**src/rtl/priv_irq_pkg.sv**
```systemverilog
package priv_irq_pkg;

    // Group codes carried by a request and produced by the configuration decode
    typedef enum logic [1:0] {
        GRP_G0  = 2'b00,
        GRP_S1  = 2'b01,
        GRP_NS1 = 2'b10,
        GRP_BAD = 2'b11
    } irq_grp_e;

    typedef enum logic {
        GATE_IDLE = 1'b0,
        GATE_EVAL = 1'b1
    } gate_state_e;

    // Decode the configured group of one SGI from its group and modifier bits
    function automatic irq_grp_e cfg_group(input logic g_bit, input logic m_bit);
        irq_grp_e r;
        if (g_bit)      r = GRP_NS1;
        else if (m_bit) r = GRP_S1;
        else            r = GRP_G0;
        return r;
    endfunction

    // A secure group 1 ask falls back to group 0 when the SGI is group 0
    function automatic irq_grp_e reconcile(input irq_grp_e asked, input irq_grp_e cfg);
        irq_grp_e r;
        if (asked == GRP_S1 && cfg == GRP_G0) r = GRP_G0;
        else                                  r = asked;
        return r;
    endfunction

endpackage

```
**src/rtl/priv_irq_line_edge.sv**
```systemverilog
module priv_irq_line_edge #(
    parameter int NUM_LINES = 16
) (
    input  logic                 clk,
    input  logic                 rst_n,
    input  logic [NUM_LINES-1:0] line_in,
    input  logic [NUM_LINES-1:0] edge_mode,
    output logic [NUM_LINES-1:0] level_q,
    output logic [NUM_LINES-1:0] rise_set
);

    // Stored level only moves when the line differs from it
    always_ff @(posedge clk or negedge rst_n) begin
        if (!rst_n) level_q <= '0;
        else        level_q <= line_in;
    end

    for (genvar i = 0; i < NUM_LINES; i++) begin : g_line
        assign rise_set[i] = line_in[i] & ~level_q[i] & edge_mode[i];
    end

endmodule

```
**src/rtl/priv_irq_sgi_gate.sv**
```systemverilog
module priv_irq_sgi_gate
    import priv_irq_pkg::*;
#(
    parameter int NUM_SGI = 16,
    localparam int ID_W   = $clog2(NUM_SGI)
) (
    input  logic                   clk,
    input  logic                   rst_n,
    input  logic                   req_valid,
    input  logic [ID_W-1:0]        req_id,
    input  logic [1:0]             req_grp,
    input  logic                   req_ns,
    input  logic [NUM_SGI-1:0]     grp_bits,
    input  logic [NUM_SGI-1:0]     mod_bits,
    input  logic [2*NUM_SGI-1:0]   ns_acc,
    input  logic                   sec_disable,
    output logic [NUM_SGI-1:0]     set_vec,
    output logic                   resp_valid,
    output logic                   resp_accept
);

    gate_state_e       state_q, state_d;
    logic [ID_W-1:0]   cap_id_q;
    irq_grp_e          cap_grp_q;
    logic              cap_ns_q;

    logic [1:0]        acc_fld [NUM_SGI];
    irq_grp_e          cfg_grp, eff_grp;
    logic [1:0]        lvl;
    logic              grp_ok, perm_ok, accept_now;

    for (genvar i = 0; i < NUM_SGI; i++) begin : g_fld
        assign acc_fld[i] = ns_acc[2*i +: 2];
    end

    // State register and request capture
    always_ff @(posedge clk or negedge rst_n) begin
        if (!rst_n) begin
            state_q   <= GATE_IDLE;
            cap_id_q  <= '0;
            cap_grp_q <= GRP_G0;
            cap_ns_q  <= 1'b0;
        end else begin
            state_q <= state_d;
            if (req_valid) begin
                cap_id_q  <= req_id;
                cap_grp_q <= irq_grp_e'(req_grp);
                cap_ns_q  <= req_ns;
            end
        end
    end

    always_comb begin
        state_d = state_q;
        unique case (state_q)
            GATE_IDLE: state_d = req_valid ? GATE_EVAL : GATE_IDLE;
            GATE_EVAL: state_d = req_valid ? GATE_EVAL : GATE_IDLE;
        endcase
    end

    // Verdict on the captured request using this cycle's configuration
    always_comb begin
        cfg_grp = cfg_group(grp_bits[cap_id_q], mod_bits[cap_id_q]);
        eff_grp = reconcile(cap_grp_q, cfg_grp);
        grp_ok  = (eff_grp == cfg_grp);
        lvl     = acc_fld[cap_id_q];
        perm_ok = 1'b1;
        if (cap_ns_q && !sec_disable) begin
            if (cfg_grp == GRP_G0)      perm_ok = (lvl >= 2'd1);
            else if (cfg_grp == GRP_S1) perm_ok = (lvl >= 2'd2);
        end
        accept_now = (state_q == GATE_EVAL) && grp_ok && perm_ok;
    end

    for (genvar i = 0; i < NUM_SGI; i++) begin : g_set
        assign set_vec[i] = accept_now && (cap_id_q == ID_W'(i));
    end

    // Output register: one strobe per evaluated request
    always_ff @(posedge clk or negedge rst_n) begin
        if (!rst_n) begin
            resp_valid  <= 1'b0;
            resp_accept <= 1'b0;
        end else begin
            resp_valid  <= (state_q == GATE_EVAL);
            resp_accept <= accept_now;
        end
    end

    AST_NS_ACCESS_ZERO: assert property (@(posedge clk) disable iff (!rst_n)
        (state_q == GATE_EVAL && cap_ns_q && !sec_disable && !grp_bits[cap_id_q]
         && acc_fld[cap_id_q] == 2'd0) |=> !resp_accept);

    AST_NS1_NEEDS_NS1: assert property (@(posedge clk) disable iff (!rst_n)
        (state_q == GATE_EVAL && grp_bits[cap_id_q] && cap_grp_q != GRP_NS1)
        |=> !resp_accept);

endmodule

```
**src/rtl/priv_irq_pend_store.sv**
```systemverilog
module priv_irq_pend_store #(
    parameter int NUM_IRQ = 32
) (
    input  logic               clk,
    input  logic               rst_n,
    input  logic [NUM_IRQ-1:0] set_vec,
    input  logic               clr_valid,
    input  logic [NUM_IRQ-1:0] clr_mask,
    output logic [NUM_IRQ-1:0] pend_q
);

    logic [NUM_IRQ-1:0] clr_eff;

    assign clr_eff = clr_valid ? clr_mask : '0;

    // Set is applied after clear so it wins on a shared bit
    always_ff @(posedge clk or negedge rst_n) begin
        if (!rst_n) pend_q <= '0;
        else        pend_q <= (pend_q & ~clr_eff) | set_vec;
    end

endmodule

```
**src/rtl/priv_irq_accept.sv**
```systemverilog
module priv_irq_accept
    import priv_irq_pkg::*;
#(
    parameter int NUM_SGI = 16,
    parameter int NUM_PPI = 16,
    localparam int NUM_IRQ = NUM_SGI + NUM_PPI,
    localparam int ID_W    = $clog2(NUM_SGI)
) (
    input  logic                 clk,
    input  logic                 rst_n,
    input  logic [NUM_PPI-1:0]   ppi_line,
    input  logic [NUM_PPI-1:0]   trig_edge,
    input  logic [NUM_SGI-1:0]   grp_bit,
    input  logic [NUM_SGI-1:0]   grp_mod,
    input  logic [2*NUM_SGI-1:0] sgi_ns_acc,
    input  logic                 sec_off,
    input  logic                 sgi_valid,
    input  logic [ID_W-1:0]      sgi_id,
    input  logic [1:0]           sgi_grp,
    input  logic                 sgi_ns,
    input  logic                 pend_clr_valid,
    input  logic [NUM_IRQ-1:0]   pend_clr_mask,
    output logic [NUM_IRQ-1:0]   pending,
    output logic [NUM_PPI-1:0]   ppi_level,
    output logic                 sgi_resp_valid,
    output logic                 sgi_resp_accept
);

    logic [NUM_PPI-1:0] line_set;
    logic [NUM_SGI-1:0] sgi_set;
    logic [NUM_IRQ-1:0] set_all;

    priv_irq_line_edge #(.NUM_LINES(NUM_PPI)) u_lines (
        .clk       (clk),
        .rst_n     (rst_n),
        .line_in   (ppi_line),
        .edge_mode (trig_edge),
        .level_q   (ppi_level),
        .rise_set  (line_set)
    );

    priv_irq_sgi_gate #(.NUM_SGI(NUM_SGI)) u_gate (
        .clk         (clk),
        .rst_n       (rst_n),
        .req_valid   (sgi_valid),
        .req_id      (sgi_id),
        .req_grp     (sgi_grp),
        .req_ns      (sgi_ns),
        .grp_bits    (grp_bit),
        .mod_bits    (grp_mod),
        .ns_acc      (sgi_ns_acc),
        .sec_disable (sec_off),
        .set_vec     (sgi_set),
        .resp_valid  (sgi_resp_valid),
        .resp_accept (sgi_resp_accept)
    );

    assign set_all = {line_set, sgi_set};

    priv_irq_pend_store #(.NUM_IRQ(NUM_IRQ)) u_store (
        .clk       (clk),
        .rst_n     (rst_n),
        .set_vec   (set_all),
        .clr_valid (pend_clr_valid),
        .clr_mask  (pend_clr_mask),
        .pend_q    (pending)
    );

    AST_LEVEL_FOLLOWS: assert property (@(posedge clk) disable iff (!rst_n)
        1'b1 |=> ppi_level == $past(ppi_line));

    AST_RESP_AFTER_REQ: assert property (@(posedge clk) disable iff (!rst_n)
        sgi_resp_valid |-> $past(sgi_valid, 2));

    AST_ACCEPT_SETS: assert property (@(posedge clk) disable iff (!rst_n)
        (sgi_resp_valid && sgi_resp_accept) |-> pending[$past(sgi_id, 2)]);

    for (genvar i = 0; i < NUM_PPI; i++) begin : g_chk
        AST_EDGE_LATCH: assert property (@(posedge clk) disable iff (!rst_n)
            (ppi_line[i] && !ppi_level[i] && trig_edge[i]) |=> pending[NUM_SGI+i]);

        AST_NO_LEVEL_LATCH: assert property (@(posedge clk) disable iff (!rst_n)
            $rose(pending[NUM_SGI+i]) |->
            $past(ppi_line[i] && !ppi_level[i] && trig_edge[i]));
    end

endmodule

```
**config.mk**
```make
export PLATFORM = sky130hd
export DESIGN_NAME = priv_irq_accept
export DESIGN_NICKNAME = d
export VERILOG_FILES = /design/src/rtl/priv_irq_pkg.sv /design/src/rtl/priv_irq_line_edge.sv /design/src/rtl/priv_irq_sgi_gate.sv /design/src/rtl/priv_irq_pend_store.sv /design/src/rtl/priv_irq_accept.sv
export SDC_FILE = /design/constraint.sdc
export NUM_CORES = 1
export LEC_CHECK = 0
export ABC_AREA = 1
export BUFFER_PORTS_ARGS = -buffer_cell sky130_fd_sc_hd__buf_4
export CORE_MARGIN = 4
export CORE_UTILIZATION = 44
export CTS_CLUSTER_SIZE = 24
export DETAILED_ROUTE_END_ITERATION = 6
export PLACE_DENSITY = 0.81
export SETUP_SLACK_MARGIN = 0.02
export SLEW_MARGIN = 10
export SYNTH_ARGS = -nofsm -noshare
export SYNTH_HDL_FRONTEND = slang
export SYNTH_HIERARCHICAL = 1
export SYNTH_SLANG_ARGS = --single-unit
```
**constraint.sdc**
```tcl
create_clock -name clk -period 2.4 [get_ports clk]
set_input_delay 0.48 -clock clk [delete_from_list [all_inputs] [get_ports clk]]
set_output_delay 0.48 -clock clk [all_outputs]
set_load 0.01 [all_outputs]
```
==> results.json <==
{
  "die_area_um2": 8780,
  "cts-buffers-inserted": 9,
  "worstSetupPathType": "reg -> reg",
  "yosysSeqAreaShare_pct": 44.9,
  "fin_crit_ps": 2080,
  "rsz0062_at_grt": "false",
  "grt_overflow": 0,
  "synth_fp_nets": 607,
  "ys_seq_elements": 58,
  "top_layer_used": "met4",
  "synth_edf_count": 0,
  "hold_viol": 0,
  "worst_pin_slew_ps": 712,
  "die_h_um": 93.7,
  "cp_slowest_stage_delay_ps": 490,
  "syn_area_um2": 3230,
  "grt_pass1_vias": 3433,
  "cp.required_ps": 2620,
  "start_util_pct": 46.3,
  "dp_hpwl_um": 7820,
  "cts_hold_buf": 0,
  "grt_usage_pct": 22.3,
  "power_leakage_nw": 2.77,
  "setup_violations": 0,
  "slowest_stage": "dfrtp_2",
  "finalMaxSlewViolations": 0,
  "vias": 3448,
  "synth-async-reset-ratio_pct": 100,
  "drv_cap": 0,
  "yosysWarningCount": 6,
  "synth-main-ff-cell": "dfrtp_1",
  "p_per_area_nw_per_um2": 537,
  "ys_top_cells_by_area": "dfrtp_1 (45%), nand2_1 (34%), inv_1 (4.9%)",
  "antenna_found_initial": 0,
  "synth_top_area_cell": "dfrtp_1",
  "max-slew-margin-rel_pct": 52.5,
  "ir_worst_vdd_v": 0.000453,
  "fmax_ghz": 0.480,
  "wl_met1_um": 3630,
  "cts_root_buf": "clkbuf_8",
  "drive_gt1_share_pct": 36.9,
  "drc": 0,
  "core-area_um2": 6980,
  "crit_chain": "inv_2 > nor2_4 > nand2_1 > nand3_1 > nand2_1 > nand3_1 > nor2_1 > nand3_1 > nand3_4 > buf_4 > nor2_4 > inv_1 > nand2_1",
  "grt_pass1_wl_um": 15400,
  "top_level_ports": 190,
  "hold_class": "in -> async",
  "synth_cell_types": 19,
  "cts_num_sinks": 58,
  "final_util_pct": 70.0,
  "vias_per_cell": 4.52,
  "fin_nets": 801,
  "die_x_um": 93.7,
  "grt_max_degree": 59,
  "gp_congestion": 0.904,
  "first_iter_violations": 151,
  "clk_latency_ps": 340,
  "routedWlPerCell_um": 12.9,
  "n_antenna_cell": 0,
  "setup.worst_path.end_class": "flop",
  "clk_pin_slew_ps": 70,
  "clockBufferDepth": 2,
  "wl_met3_um": 562,
  "met2_length_um": 5320,
  "tns_ps": 0,
  "cts_tree": "built",
  "syn_avg_cell_area_um2": 6.92,
  "outcome": "finished clean",
  "cp.arrival_ps": 2300,
  "wirelength_um": 9810,
  "firstDrtPassIters": 4,
  "drtAntennaViolNets": 0,
  "htree_levels": 3,
  "cp-start-kind": "flop",
  "synth_top_area_share_pct": 44.9,
  "area_growth_pct": 51.2,
  "skew_ps": 6.87,
  "synth_cells": 467,
  "port_buffers": 189,
  "crit_fanout": 20,
  "min_period_over_period_pct": 86.8,
  "rows": 30
}
[metal layers]
metal	GRT usage (%)	vias to the layer above
met4	9.39	0
met1	25.0	1561
met5	0	-
met3	5.61	23
li1	-	1762
met2	39.9	102
[kinds of logic (layout without fill, tap and decap cells)]
kind of cell           Yosys count  count (layout)  synth area share (%)
DFF                             58              58                  44.9
and+or+nand+nor                341             341                  44.2
buffers and inverters           59             258                  9.29
AOI/OAI and AO/OA                8               8                  1.24
muxes                            1               1                 0.348
[layout by cell type, fill, tap and decap left out]
master / instances
buf_12: 1
buf_4: 194
buf_6: 1
clkbuf_1: 1
clkbuf_8: 10
clkinv_2: 3
clkinvlp_4: 2
dfrtp_1: 57
dfrtp_2: 1
inv_1: 42
inv_2: 3
inv_4: 1
mux2_2: 1
nand2_1: 289
nand2_2: 1
nand3_1: 9
nand3_4: 1
nor2_1: 14
nor2_2: 16
nor2_4: 10
nor3_2: 1
o21ai_0: 7
o21ai_1: 1
[metrics by stage]
stage                     instances  total power, mW  setup WS [ps]  area [um^2]  hold slack (ps)
after detailed placement        741             1.83            184         4660              459
after floorplan                 467             1.48            660         3230              184
after global placement          741             1.81            270         4660              454
final                           762             2.63            317         4890              194
after CTS                       757             2.63            175         4830              213
after global routing            762             2.78            108         4890              236
[timing repair]
| item | in CTS | in global routing |
|---|---|---|
| setup endpoints to repair | 0 | 16 |
| gates resized for setup | 0 | 4 |
| buffers inserted | 0 | 5 |
[cells in the mapped netlist (2+ instances only)]
cell	instances
nand2_1	289
dfrtp_1	58
inv_1	42
nor2_2	16
nor2_1	14
nor2_4	10
nand3_1	9
buf_6	8
o21ai_0	7
inv_2	4
buf_2	2
[state kept, by name (all words and copies together), names as in the netlist]
| name | count |
|---|---|
| u_store/pend_q | 32 |
| u_lines/level_q | 16 |
| u_gate/cap_id_q | 4 |
| u_gate/cap_grp_q | 2 |
| u_gate/cap_ns_q | 1 |
| u_gate/resp_accept | 1 |
| u_gate/resp_valid | 1 |
| u_gate/state_q | 1 |
[layout make-up]
type	instances	area (um^2)
multi-input combinational	350	1480
sequential	58	1450
fill	594	2090
timing repair buffer	196	1490
inverter	46	175
clock buffer	11	141
clock inverter	5	30.0
tap	96	120
[path summary, 6_finish.rpt]
path / depth (start not counted) / to / slack, ps / startpoint
max reg2reg: 13 / u_store/pend_q[2]$_DFF_PN0_ / 320 / u_gate/cap_id_q[1]$_DFFE_PN0P_
min reg2reg: 2 / u_store/pend_q[4]$_DFF_PN0_ / 470 / u_store/pend_q[4]$_DFF_PN0_
min: 1 / u_lines/level_q[8]$_DFF_PN0_ / 190 / rst_n
min in group clk: 1 / u_lines/level_q[1]$_DFF_PN0_ / 250 / ppi_line[1]
max: 13 / u_store/pend_q[2]$_DFF_PN0_ / 320 / u_gate/cap_id_q[1]$_DFFE_PN0P_
max in group asynchronous: 1 / u_gate/cap_id_q[1]$_DFFE_PN0P_ / 1690 / rst_n
[worst max-delay path, delay by kind of cell, from the launching register on]
family | cells | cell delay, ps
buffers and inverters | 3 | 550
flip-flops | 1 | 490
AND/OR/NAND/NOR | 10 | 910
[power breakdown]
part / internal, mW / switching, mW
Sequential: 1.06 / 0.0551
Combinational: 0.359 / 0.364
Clock: 0.397 / 0.392
Power figures use the tool's default switching activity.
